### src/rtl/pcm_slot_pkg.sv
`timescale 1ns/1ps
package pcm_slot_pkg;
    typedef enum logic [0:0] {
        ST_IDLE  = 1'b0,
        ST_SHIFT = 1'b1
    } slot_state_e;
endpackage

### src/rtl/pcm_slot_fsm.sv
`timescale 1ns/1ps
module pcm_slot_fsm
    import pcm_slot_pkg::*;
#(
    parameter int WIDTH = 8
) (
    input  logic clk,
    input  logic rst_n,
    input  logic fsync,
    output logic win_active,
    output logic reload,
    output logic last_bit
);
    localparam int CW = (WIDTH > 1) ? $clog2(WIDTH) : 1;
    localparam logic [CW-1:0] LAST_IDX = CW'(WIDTH - 1);

    slot_state_e state_q, state_d;
    logic [CW-1:0] bit_q;

    // state register
    always_ff @(posedge clk) begin
        if (!rst_n) begin
            state_q <= ST_IDLE;
        end else begin
            state_q <= state_d;
        end
    end

    // next-state decode
    always_comb begin
        state_d = state_q;
        unique case (state_q)
            ST_IDLE: begin
                if (fsync) state_d = ST_SHIFT;       // SYNC_OPEN
                else       state_d = ST_IDLE;        // IDLE_HOLD
            end
            ST_SHIFT: begin
                if (fsync)                   state_d = ST_SHIFT; // RESTART
                else if (bit_q == LAST_IDX)  state_d = ST_IDLE;  // WINDOW_CLOSE
                else                         state_d = ST_SHIFT; // SHIFT_HOLD
            end
            default: state_d = ST_IDLE;
        endcase
    end

    // bit position inside the window
    always_ff @(posedge clk) begin
        if (!rst_n) begin
            bit_q <= '0;
        end else if (fsync) begin
            bit_q <= '0;
        end else if (state_q == ST_SHIFT) begin
            bit_q <= (bit_q == LAST_IDX) ? '0 : bit_q + 1'b1;
        end
    end

    // outputs
    always_comb begin
        win_active = 1'b0;
        last_bit   = 1'b0;
        reload     = fsync;
        unique case (state_q)
            ST_IDLE: begin
                win_active = 1'b0;
                last_bit   = 1'b0;
            end
            ST_SHIFT: begin
                win_active = 1'b1;
                last_bit   = (bit_q == LAST_IDX);
            end
            default: begin
                win_active = 1'b0;
                last_bit   = 1'b0;
            end
        endcase
    end
endmodule

### src/rtl/pcm_tx_hold.sv
`timescale 1ns/1ps
module pcm_tx_hold #(
    parameter int          WIDTH     = 8,
    parameter logic [WIDTH-1:0] IDLE_CODE = '1
) (
    input  logic             clk,
    input  logic             rst_n,
    input  logic             load,
    input  logic [WIDTH-1:0] din,
    output logic [WIDTH-1:0] held
);
    always_ff @(posedge clk) begin
        if (!rst_n) begin
            held <= IDLE_CODE;
        end else if (load) begin
            held <= din;
        end
    end
endmodule

### src/rtl/pcm_shift_pair.sv
`timescale 1ns/1ps
module pcm_shift_pair #(
    parameter int WIDTH = 8
) (
    input  logic             clk,
    input  logic             rst_n,
    input  logic             reload,
    input  logic             active,
    input  logic             last_bit,
    input  logic [WIDTH-1:0] tx_word,
    input  logic             sdi,
    output logic             tx_msb,
    output logic [WIDTH-1:0] rx_word,
    output logic             rx_strobe
);
    logic [WIDTH-1:0] tx_sh;
    logic [WIDTH-1:0] rx_sh;

    always_ff @(posedge clk) begin
        if (!rst_n) begin
            tx_sh <= '0;
        end else if (reload) begin
            tx_sh <= tx_word;
        end else if (active) begin
            tx_sh <= {tx_sh[WIDTH-2:0], 1'b0};
        end
    end

    always_ff @(posedge clk) begin
        if (!rst_n) begin
            rx_sh <= '0;
        end else if (active) begin
            rx_sh <= {rx_sh[WIDTH-2:0], sdi};
        end
    end

    always_ff @(posedge clk) begin
        if (!rst_n) begin
            rx_word   <= '0;
            rx_strobe <= 1'b0;
        end else begin
            rx_strobe <= last_bit;
            if (last_bit) begin
                rx_word <= {rx_sh[WIDTH-2:0], sdi};
            end
        end
    end

    assign tx_msb = tx_sh[WIDTH-1];
endmodule

### src/rtl/pcm_slot_port.sv
`timescale 1ns/1ps
module pcm_slot_port #(
    parameter int               WIDTH     = 8,
    parameter logic [WIDTH-1:0] IDLE_CODE = '1
) (
    input  logic             clk,
    input  logic             rst_n,
    input  logic             fsync,
    input  logic             sdi,
    input  logic [WIDTH-1:0] tx_data,
    input  logic             tx_load,
    output logic             sdo,
    output logic             sdo_oe,
    output logic [WIDTH-1:0] rx_data,
    output logic             rx_valid
);
    logic             win_active;
    logic             reload;
    logic             last_bit;
    logic             tx_msb;
    logic [WIDTH-1:0] held;

    pcm_slot_fsm #(.WIDTH(WIDTH)) u_fsm (
        .clk        (clk),
        .rst_n      (rst_n),
        .fsync      (fsync),
        .win_active (win_active),
        .reload     (reload),
        .last_bit   (last_bit)
    );

    pcm_tx_hold #(.WIDTH(WIDTH), .IDLE_CODE(IDLE_CODE)) u_hold (
        .clk   (clk),
        .rst_n (rst_n),
        .load  (tx_load),
        .din   (tx_data),
        .held  (held)
    );

    pcm_shift_pair #(.WIDTH(WIDTH)) u_shift (
        .clk       (clk),
        .rst_n     (rst_n),
        .reload    (reload),
        .active    (win_active),
        .last_bit  (last_bit),
        .tx_word   (held),
        .sdi       (sdi),
        .tx_msb    (tx_msb),
        .rx_word   (rx_data),
        .rx_strobe (rx_valid)
    );

    assign sdo_oe = win_active;
    assign sdo    = win_active & tx_msb;
endmodule

### config.mk
export PLATFORM = sky130hd
export DESIGN_NAME = pcm_slot_port
export DESIGN_NICKNAME = d
export VERILOG_FILES = /design/src/rtl/pcm_slot_pkg.sv /design/src/rtl/pcm_slot_fsm.sv /design/src/rtl/pcm_tx_hold.sv /design/src/rtl/pcm_shift_pair.sv /design/src/rtl/pcm_slot_port.sv
export SDC_FILE = /design/constraint.sdc
export NUM_CORES = 1
export LEC_CHECK = 0
export BUFFER_PORTS_ARGS = -buffer_cell sky130_fd_sc_hd__buf_2
export CAP_MARGIN = 40
export CORE_ASPECT_RATIO = 0.8
export CORE_MARGIN = 4
export CORE_UTILIZATION = 49
export CTS_CLUSTER_DIAMETER = 60
export DETAILED_ROUTE_END_ITERATION = 7
export MAX_ROUTING_LAYER = met4
export PLACE_DENSITY = 0.76
export RECOVER_POWER = 25
export SETUP_SLACK_MARGIN = 0.02
export SYNTH_ARGS = -nofsm -noshare
export SYNTH_HDL_FRONTEND = slang
export SYNTH_HIERARCHICAL = 1
export SYNTH_SLANG_ARGS = --single-unit
### constraint.sdc
create_clock -name clk -period 1.3 [get_ports clk]
set_input_delay 0.195 -clock clk [delete_from_list [all_inputs] [get_ports clk]]
set_output_delay 0.195 -clock clk [all_outputs]
set_load 0.03 [all_outputs]
==> Word-level counts from Yosys, hierarchy flattened <==
Cells that the tools add are included.
{ "totals": {"register_bits": 36, "input_bits": 13, "output_inout_bits": 11} }
{ "op_classes": {"n_addsub": 1, "eq_ne": 1, "muxes": 9, "bitwise": 3, "reduce_logical": 2} }
{ "op_table": {"columns": ["operator", "n"], "rows": [
  ["8-bit 2-to-1 mux", 2],
  ["1-bit case mux with 2 select lines", 3],
  ["3-bit by 1-bit adder with 3-bit output (second input constant)", 1],
  ["3-bit equality test (second input constant)", 1],
  ["1-bit 2-to-1 mux", 3],
  ["3-bit 2-to-1 mux", 1],
  ["1-bit inverter", 2],
  ["2-bit nonzero test", 1],
  ["2-bit OR reduction", 1],
  ["1-bit AND", 1]
]} }

==> Depth between registers and ports, before layout <==
Gate-level depths: netlist of run 1.
{ "depth": {"depth_word": 4, "depth_mapped": 6} }

==> Modules after synthesis <==
The synthesis of run 1 kept the hierarchy.
{ "by_module_without_submodules": {"columns": ["module", "instances", "cells_each", "area_per_inst_um2", "seq_area_each_um2"], "rows": [
  ["pcm_shift_pair", 1, 85, 991.0, 480.5],
  ["pcm_tx_hold", 1, 26, 285.3, 160.2],
  ["pcm_slot_fsm", 1, 19, 195.2, 80.1],
  ["pcm_slot_port", 1, 1, 6.3, 0.0]
]} }

==> Worst setup path after synthesis of run 1 <==
Ideal clock, no wire load.
{ "synth_timing": {"kind": "register to register", "from": "register u_fsm.state_q", "to": "register u_shift.tx_sh[3]", "setup_time_ps": 116, "arrival_ps": 1427, "required_ps": 1184, "slack_ps": -244, "stages_incl_launch_ff": 5, "synth_period_minus_slack_ps": 1544, "cell_sequence": "dfxtp_1 > buf_6 > buf_12 > mux2_2 > o211a_1"} }
{ "synth_via": {"elab_chain_cells": 3} }
{ "synth_lines": {"columns": ["element", "line_no", "text"], "rows": [
  ["start: declaration", "pcm_slot_fsm.sv:17", "slot_state_e state_q, state_d;"],
  ["start signal: assignment", "pcm_slot_fsm.sv:25", "state_q <= state_d;"],
  ["1-bit inverter", "pcm_slot_fsm.sv:62", "unique case (state_q)"],
  ["1-bit case mux with 2 select lines (*)", "pcm_slot_fsm.sv:62", null],
  ["2-bit nonzero test (no line) (*)", null, null],
  ["end signal: assignment", "pcm_shift_pair.sv:23", "tx_sh <= tx_word;"],
  ["end signal: assignment", "pcm_shift_pair.sv:25", "tx_sh <= {tx_sh[WIDTH-2:0], 1'b0};"],
  ["end: declaration", "pcm_shift_pair.sv:16", "logic [WIDTH-1:0] tx_sh;"]
]} }
Mark *: on every way between the ends. The rest lies on a longest branch, timed or not.
A chain may end at the register's enable or synchronous reset.

==> Worst setup path in the final report of run 1 <==
{ "layout_timing": {"from": "register u_fsm.bit_q[0]", "to": "register u_fsm.bit_q[0]"} }
{ "layout_via": {"elab_chain_cells": 2, "word_cells_on_any_way": 3} }
{ "layout_lines": {"columns": ["element", "line_no", "text"], "rows": [
  ["start: declaration", "pcm_slot_fsm.sv:18", "logic [CW-1:0] bit_q;"],
  ["start signal: assignment", "pcm_slot_fsm.sv:53", "bit_q <= (bit_q == LAST_IDX) ? '0 : bit_q + 1'b1;"],
  ["3-bit by 1-bit adder with 3-bit output or 3-bit equality test (tied branches)", "pcm_slot_fsm.sv:53", null],
  ["3-bit 2-to-1 mux (*)", "pcm_slot_fsm.sv:53", null]
]} }
Marked as above.

==> summary.md, run 1 <==
| Metric | Value |
|---|---|
| Max Clock Freq | a little under 800 MHz |
| Area leader, netlist | dfxtp_1 |
| Netlist cell types | 22 |
| Final GP Congestion | just over 0.7 |
| Mux cell area share after synthesis | a little over a fifth |
| Worst slew pin tran | 366.3 ps |
| Core area | 2829 µm² |
| Largest net degree at the start of global routing | 19 |
| Final WL | 2.616 mm |
| Die H | 57.12 µm |
| CTS root buffer | clkbuf_8 |
| Worst path required time | 1510 ps |
| Arrival @ worst endpoint | ~1500 ps |
| Skew-Pair Late Insertion Delay | 280 ps |
| Share of the synthesized area in the top cell type | 48.77% |
| Max-slew violations | 0 |
| TritonCTS clock tree | done |
| Avg Inst Size Synth | between 10 and 15 µm² |
| Remaining antenna violation count | 0 |
| Adder-cell share of the synthesized area | 1.693% |
| Simple-Gate Fraction of Synth Area | 16.51% |
| Max Clock Skew | roughly 5.2 ps |
| Drt pass-1 iters | 4 |
| Tmin final | 1301 ps |
| First-pass GRT wire length | 4.498 mm |
| GR Overflow Total | 0 |
| Fin worst setup slack | -0.8301 ps |
| Depth of the CTS H-tree | 2 |
| CTS Hold Bufs | 0 |
| Setup violators final | 1 |
| Reg clk slew, reported paths | 70 ps |
| DR vias | 963 |
| Ys Warns | 6 |
| Final period utilization | 100.1% |
| Ant. Diodes | 0 |
| Compound-Gate Fraction of Synth Area | 6.689% |
| WL per Instance | 13.21 µm |
| Post-Synth XOR/XNOR Area | 0% |
| Status | finished, violations left |
| Placement Rows | 17 |
| Synth top area cells | dfxtp_1, mux2i_1, nor2b_1 |
| RSZ-0062 raised after global routing | yes |
| Finished Cell Area | 1767 µm² |
| Die X | 69.40 µm |
| Relative slew slack | 75.68% |
| Crit-path max FO | 2 |
| Power per Cell Area | approximately 1200 nW/µm² |
| Post-Syn Nets | 146 |
| Largest family of logic cells by synthesized area | multiplexers |
| IO buf count | 23 |
| Starting Density | between 50% and 60% |
| # clock sinks | 36 |
| Vias/cell | between 4 and 5 |
| Worst setup SP type | flop |
| Setup TNS | -0.8301 ps |
| Critical path endpoint category | flop |
| Layout cells sized above 1 | 32.50% |
| Yosys reg bits | 36 |
| Area growth syn-to-layout | 19.56% |
| Final hold violation count | 0 |
| Gr usage total | between 10% and 20% |
| Pwr Total | a little over 2 mW |
| Leak pwr | 0.7745 nW |
| Syn Inst Count | roughly 130 |
| Top-level I/O count | 24 |
| Iter 0 DRT Violations | 15 |
| CTS buffer count | 5 |
| Worst VDD drop | 0.7252 mV |
| Pre-CTS worst setup slack | -238.7 ps |
| Hold_ws | 131.1 ps |
| Failing checks | negative setup slack |
| Synth Cell Area | 1478 µm² |
| Nets@finish | 176 |
| Placed Area | 1612 µm² |
| Vias in the first global route | 974 |
| Die area | 3964 µm² |
| Hold Path Class | in2reg |
| Detailed Place HPWL | 1.800 mm |
| Sequential area share after synthesis | 48.77% |
| Setup CP Type | reg2reg |
| Initial antenna violation count | 0 |
| DRC viols | 0 |
| Clk buf depth | 2 |
| Max cap viols | 0 |
## registers in the layout (all words and copies together) (netlist names)
signal and cells:
u_fsm/bit_q 3, u_shift/rx_word 8, u_fsm/state_q 1, u_hold/held 8, u_shift/rx_strobe 1, u_shift/rx_sh 7
u_shift/tx_sh 8
## logic make-up (layout without fill, tap and decap cells)
kind of cell	Yosys count	in the layout
multiplexers	31	31
flip-flops	36	36
buffers and inverters	9	38
AO/OA/AOI/OAI	11	11
AND/OR/NAND/NOR	42	42
adder cells (fa/ha/maj)	2	2
## routing by layer
layer,up-vias,GRT usage [%],share of wire [%]
li1,499,-,-
met1,442,17.21,46
met2,18,23.78,47
met3,4,4.049,4.7
met4,0,7.521,1.5
met5,-,-,0
## stage by stage
| step | util (%) | std cells |
|---|---|---|
| floorplan | - | 131 |
| global placement | 56.97 | 188 |
| detailed placement | 56.97 | 188 |
| CTS | 61.21 | 195 |
| global route | 62.45 | 198 |
| finish | 62.45 | 198 |
## cell type report
cell class / count / area, µm²
timing repair buffer: 32 / 198.9
fill: 237 / 1062
tap: 38 / 47.55
clock buffer: 6 / 72.57
sequential: 36 / 726.9
multi-input combinational: 86 / 720.7
## power breakdown
| part | leakage [nW] | internal, mW | total, mW | switching [mW] |
|---|---|---|---|---|
| Combinational | 0.441 | 0.118 | 0.208 | 0.0904 |
| Sequential | 0.296 | 1.15 | 1.17 | 0.0224 |
| Clock | 0.0371 | 0.357 | 0.700 | 0.344 |
| Total | 0.774 | 1.62 | 2.08 | 0.456 |
## path summary, 6_finish.rpt
| path | start | end | slack, ps | cells past startpoint |
|---|---|---|---|---|
| worst min-delay path | tx_data[2] | u_hold/held[2] | 130 | 3 |
| worst max register to register | u_fsm/bit_q[0] | u_fsm/bit_q[0] | -0.8 | 5 |
| worst min register to register | u_hold/held[2] | u_hold/held[2] | 460 | 2 |
| worst max-delay path | u_fsm/bit_q[0] | u_fsm/bit_q[0] | -0.8 | 5 |
## cell usage in the layout, fill, tap and decap left out
master,n
a21oi_2,1
mux2i_1,23
buf_4,7
a21oi_1,1
o211a_1,7
and2_4,1
buf_8,1
nand2_1,9
and2_1,2
nand3b_1,1
nand2b_1,10
buf_2,21
o21a_1,1
mux2_2,7
mux2i_2,1
dfxtp_2,2
a21boi_1,1
nor2b_1,16
dfxtp_4,1
dfxtp_1,33
clkbuf_1,2
clkbuf_8,5
or3b_4,1
ha_4,2
buf_6,2
or3b_1,1
nor2_1,1
## cells in the mapped netlist
cell type and number:
a21oi_1 1, o211a_1 7, nand2_1 9, nor2b_1 16, mux2_2 7, clkbuf_1 3, and2_1 3, ha_1 2
nand2b_1 10, o21a_1 1, nand3b_1 1, buf_2 1, buf_6 2, a21oi_2 1, or3b_1 2, dfxtp_1 36
nor2_1 1, mux2i_1 24, buf_4 1, buf_1 1, a21boi_1 1, buf_12 1
## critical path, stage by stage (launching register included)
cell and delay [ps]:
dfxtp_2 340, ha_4 160, ha_4 150, buf_6 110
or3b_4 360, a21oi_2 120
## timing repair
item	4_1_cts	5_1_grt
gates cloned	0	0
setup endpoints to repair	11	10
pin swaps	3	5
buffers inserted	1	3
resized for setup	11	4
Note: power is estimated with default switching activity, not from simulation.
==> inputs of run 2 (changes only) <==
==> constraint.sdc (replaced) <==
create_clock -name clk -period 1.1 [get_ports clk]
set_input_delay 0.165 -clock clk [delete_from_list [all_inputs] [get_ports clk]]
set_output_delay 0.165 -clock clk [all_outputs]
set_load 0.03 [all_outputs]
==> run 2 against run 1 <==
Compared with the run above: the flow still finishes with violations (negative setup slack); sequential power is 18% higher; routed wire length is 8.1% higher; power is 27% higher; sequential cell count stayed put; setup slack worse by 170 ps; die area stayed put; combinational power is 50% higher; register-to-register slack worse by 170 ps; final area is 7.3% higher; clock skew is 3.1 ps lower; largest power group unchanged.
==> summary.md, run 2 (synthesis gave the netlist of run 1 again) <==
| Metric | Value |
|---|---|
| WL per Instance | 13.66 µm |
| Pre-CTS worst setup slack | -263.7 ps |
| Filler cells | 216 |
| Vias in the first global route | roughly 1000 |
| Max Clock Freq | 789.9 MHz |
| Hold Path Class | in2reg |
| Pwr Total | 2.632 mW |
| Die X | 69.40 µm |
| Core area | approximately 2800 µm² |
| Final WL | 2.828 mm |
| Skew-Pair Late Insertion Delay | about 280 ps |
| Ant. Diodes | 0 |
| Worst VDD drop | 0.9832 mV |
| Failing checks | negative setup slack |
| RSZ-0062 raised after global routing | yes |
| Fin cells | 207 |
| Register Area | 726.9 µm² |
| Largest regs | u_hold/held (8), u_shift/rx_word (8), u_shift/tx_sh (8) |
| Max cap viols | 0 |
| Max-slew violations | 0 |
| Reg clk slew, reported paths | around 70 ps |
| Placement Rows | 17 |
| Worst path required time | around 1300 ps |
| Iter 0 DRT Violations | 52 |
| FF-to-FF setup slack | -170 ps |
| Final period utilization | 115.1% |
| Top-level I/O count | 24 |
| Drt pass-1 iters | 4 |
| IO buf count | 23 |
| Detailed Place HPWL | 1.697 mm |
| Relative slew slack | 74.54% |
| Hold_ws | 89.24 ps |
| CTS Hold Bufs | 0 |
| Initial antenna violation count | 0 |
| Multi-input logic area | 747.0 µm² |
| TritonCTS clock tree | done |
| Crit-path max FO | 5 |
| Layout cells sized above 1 | 36.09% |
| Depth of the CTS H-tree | 2 |
| Hold_sp | tx_data[7] |
| Reg-to-Reg Start | u_fsm/bit_q[1] |
| CP startpoint | u_fsm/bit_q[1] |
| Largest net degree at the start of global routing | 25 |
| WP buf/inv | 0 |
| Setup violators final | 19 |
| Setup CP Type | reg2reg |
| Dpl cells | 190 |
| Remaining antenna violation count | 0 |
| CP max stage delay | 360 ps |
| CTS root buffer | clkbuf_8 |
| First-pass GRT wire length | 4.616 mm |
| Power per Cell Area | 1388 nW/µm² |
| Max Clock Skew | about 2.1 ps |
| Critical-path cell list | ha_4 > ha_4 > and2_4 > mux2i_1 > nor2b_1 |
| Worst slew pin tran | 381.8 ps |
| Starting Density | 52.23% |
| Die area | slightly below 4000 µm² |
| Final hold violation count | 0 |
| Status | finished, violations left |
| CTS buffer count | 5 |
| Gr usage total | 15.70% |
| Die H | 57.12 µm |
| Vias/cell | 4.903 |
| DRC viols | 0 |
| Top delay family on crit path | flip-flops |
| Fin worst setup slack | -166.0 ps |
| Arrival @ worst endpoint | roughly 1400 ps |
| Final GP Congestion | 0.6907 |
| Crit path top cell by count | ha_4 |
| Slowest stage cell on the critical path | dfxtp_2 |
| # clock sinks | 36 |
| Clk buf depth | 2 |
| Commonest non-fill, non-tap cell in the layout | dfxtp_1 |
| DR vias | 1015 |
| Area growth syn-to-layout | 28.28% |
| Critical path endpoint category | flop |
| Worst setup SP type | flop |
| Leak pwr | 0.8485 nW |
| Tmin final | 1266 ps |
| GR Overflow Total | 0 |
| Highest-count cells in the layout ignoring fill and taps | dfxtp_1, mux2i_1, buf_2 |
| Nets@finish | 183 |
run 2: where the power goes:
part	internal (mW)	switching, mW
combinational	0.188	0.123
clock	0.510	0.428
sequential	1.35	0.0274
run 2: timing repair:
item / CTS / global route
setup buffers: 4 / 4
endpoints found under the setup margin: 17 / 27
resized for setup: 7 / 16
pin swaps: 3 / 4
cloned: 1 / 1
run 2: final timing paths:
path                                            to  depth (start not counted)
worst max-delay path            u_shift/rx_word[3]                          5
worst min-delay path                u_hold/held[7]                          3
worst max register to register  u_shift/rx_word[3]                          5
worst min register to register      u_hold/held[3]                          2
run 2: layer usage:
metal / up-vias / share of wire [%] / track usage, %
met5: - / 0 / -
met4: 0 / 2.2 / 8.635
met3: 6 / 5.4 / 5.986
met2: 25 / 45 / 22.42
met1: 467 / 47 / 19.03
li1: 517 / - / -
run 2: worst min-delay path: cells and delay by family:
| kind | cells | cell delay, ps |
|---|---|---|
| simple gates | 1 | 50 |
| mux | 1 | 50 |
| buf+inv | 1 | 70 |
run 2: layout make-up:
cell class	instances	share of cell area [%]
Clock buffer	8	4.752
Multi-Input combinational cell	87	39.41
Tap cell	38	2.508
Sequential cell	36	38.35
Timing Repair Buffer	38	14.98
run 2: through the flow:
stage                     util (%)  TNS [ps]  instance area, µm²
after floorplan                  -     -2159                1510
after global placement       58.74     -1540                1662
after detailed placement     58.74     -2125                1662
after CTS                    63.42     -1429                1794
after global routing         67.01     -2569                1896
final                        67.01     -1896                1896
==> inputs of run 3 (changes only) <==
--- a/config.mk
+++ b/config.mk
@@ -13,7 +13,7 @@
 export CTS_CLUSTER_DIAMETER = 60
 export DETAILED_ROUTE_END_ITERATION = 7
 export MAX_ROUTING_LAYER = met4
-export PLACE_DENSITY = 0.76
+export PLACE_DENSITY = 0.83
 export RECOVER_POWER = 25
 export SETUP_SLACK_MARGIN = 0.02
 export SYNTH_ARGS = -nofsm -noshare
==> run 3 against run 2 <==
Compared with the run above: the run still ends with negative setup slack left; worst hold slack about the same; via count down 2.8%; global-route usage shrank 0.48 points; maximum frequency increased by 3.1%; power is 2.8% higher; die area is the same; sequential power about the same; critical path depth stayed put; routed wire length decreased by 4.5%; largest cell class unchanged; largest power group unchanged.
==> summary.md, run 3 (synthesis gave the netlist of run 1 again) <==
| Metric | Value |
|---|---|
| Worst setup SP type | flop |
| TritonCTS clock tree | done |
| Die H | roughly 57 µm |
| Hold EP | u_hold/held[3] |
| Failing checks | negative setup slack |
| Placed Area | ~1700 µm² |
| WP buf/inv | 0 |
| Status | finished, violations left |
| Die X | 69.40 µm |
| Top-level I/O count | 24 |
| Layout cells sized above 1 | 34.15% |
| Starting Density | 52.23% |
| Hold Path Class | in2reg |
| Slowest stage cell on the critical path | dfxtp_2 |
| Nets@finish | ~180 |
| Leak pwr | 0.8350 nW |
| CTS buffer count | 5 |
| Critical path endpoint category | flop |
| Commonest non-fill, non-tap cell in the layout | dfxtp_1 |
| Detailed Place HPWL | between 1.5 and 2 mm |
| Die area | 3964 µm² |
| Critical-path cell list | ha_4 > ha_4 > and2_4 > mux2i_1 > nor2b_1 |
| DR vias | 987 |
| Area growth syn-to-layout | 26.16% |
| Skew-Pair Late Insertion Delay | about 290 ps |
| Worst slew pin tran | roughly 240 ps |
| RSZ-0062 raised after global routing | yes |
| Finished Cell Area | 1864 µm² |
| Max cap viols | 0 |
| GR Overflow Total | 0 |
| Hold depth | 3 |
| Clk buf depth | 2 |
| Reg2reg end | u_shift/rx_word[7] |
| Reg clk slew, reported paths | 70 ps |
| # clock sinks | 36 |
| Placement Rows | 17 |
| Largest net degree at the start of global routing | 24 |
| R2R cell count | 5 |
| Depth of the CTS H-tree | 2 |
| Worst path required time | 1280 ps |
| Drt pass-1 iters | 4 |
| CP max stage delay | 360 ps |
| Iter 0 DRT Violations | 54 |
| Worst VDD drop | between 0.9 and 1 mV |
| Initial antenna violation count | 0 |
| Gr usage total | around 15% |
| DRC viols | 0 |
| Tmin final | 1227 ps |
| Max Clock Skew | 2.912 ps |
| Vias in the first global route | 1019 |
| IO buf count | 23 |
| Max Clock Freq | 814.7 MHz |
| Remaining antenna violation count | 0 |
| Final period utilization | 111.6% |
| Setup violators final | 17 |
| Final hold violation count | 0 |
| Setup CP Type | reg2reg |
| Reg-to-Reg Start | u_fsm/bit_q[1] |
| Final GP Congestion | 0.6946 |
| Arrival @ worst endpoint | 1410 ps |
| Hold_sp | tx_data[3] |
| WL per Instance | 13.37 µm |
| Relative slew slack | 83.77% |
| Post-layout util | 65.90% |
| Core area | 2829 µm² |
| Crit-path max FO | 5 |
| Top delay family on crit path | flip-flops |
| Highest-count cells in the layout ignoring fill and taps | dfxtp_1, mux2i_1, buf_2 |
| Max-slew violations | 0 |
| Vias/cell | 4.886 |
| Power per Cell Area | 1451 nW/µm² |
| Largest regs | u_hold/held (8), u_shift/rx_word (8), u_shift/tx_sh (8) |
| Crit path top cell by count | ha_4 |
| Fin worst setup slack | -127.4 ps |
| First-pass GRT wire length | 4.629 mm |
| Ant. Diodes | 0 |
| CTS root buffer | clkbuf_8 |
| FF-to-FF setup slack | -130 ps |
| Final WL | 2.701 mm |
run 3: metrics by stage:
step	hold WS (ps)	power, mW	worst slack [ps]	instances	setup TNS, ps
floorplan	281.8	1.593	-181.7	131	-2159
global placement	378.7	1.637	-180.4	189	-1575
finish	89.58	2.704	-127.4	202	-1212
CTS	83.22	2.707	-122.6	200	-1177
detailed placement	384.3	1.649	-264.4	189	-2227
global route	104.6	2.801	-198.1	202	-2102
run 3: where the power goes:
| part | switching (mW) | total [mW] | internal [mW] |
|---|---|---|---|
| combinational | 0.112 | 0.286 | 0.174 |
| clock | 0.449 | 1.03 | 0.580 |
| sequential | 0.0349 | 1.39 | 1.35 |
| total | 0.595 | 2.70 | 2.11 |
run 3: what timing repair did:
action	CTS	global route
endpoints found under the hold margin	0	0
hold buffers	0	0
pin swaps	3	7
cloned	1	0
setup buffers	3	2
endpoints found under the setup margin	17	29
gates resized for setup	10	8
run 3: final cells by class:
type | count | area [µm²]
clock buffers | 7 | 97.59
clock inverters | 1 | 5.005
fillers | 213 | 964.7
multi-input cells | 87 | 752.0
flip-flops and latches | 36 | 726.9
well taps | 38 | 47.55
repair buffers | 33 | 235.2
run 3: how the worst max path moves through the flow:
stage | from | end | slack (ps) | cells after the start
after CTS | u_fsm/bit_q[1] | u_shift/rx_word[0] | -120 | 5
after detailed placement | u_fsm/bit_q[0] | u_shift/rx_word[5] | -260 | 6
final | u_fsm/bit_q[1] | u_shift/rx_word[7] | -130 | 5
after global routing | u_fsm/bit_q[1] | u_shift/rx_word[7] | -200 | 5
after floorplan | u_fsm/state_q | u_shift/tx_sh[3] | -180 | 4
after global placement | u_fsm/bit_q[1] | u_shift/rx_word[1] | -180 | 6
run 3: tightest hold or removal path, cell delays in order:
cell     delay, ps
buf_2           70
mux2i_1         50
nand2_1         50
run 3: metal layers:
layer | vias up | track usage [%] | wire, µm
met5 | - | - | 0
met1 | 464 | 17.26 | 1229
met3 | 3 | 4.401 | 91
met4 | 0 | 7.799 | 36
met2 | 14 | 24.59 | 1343
li1 | 506 | - | -
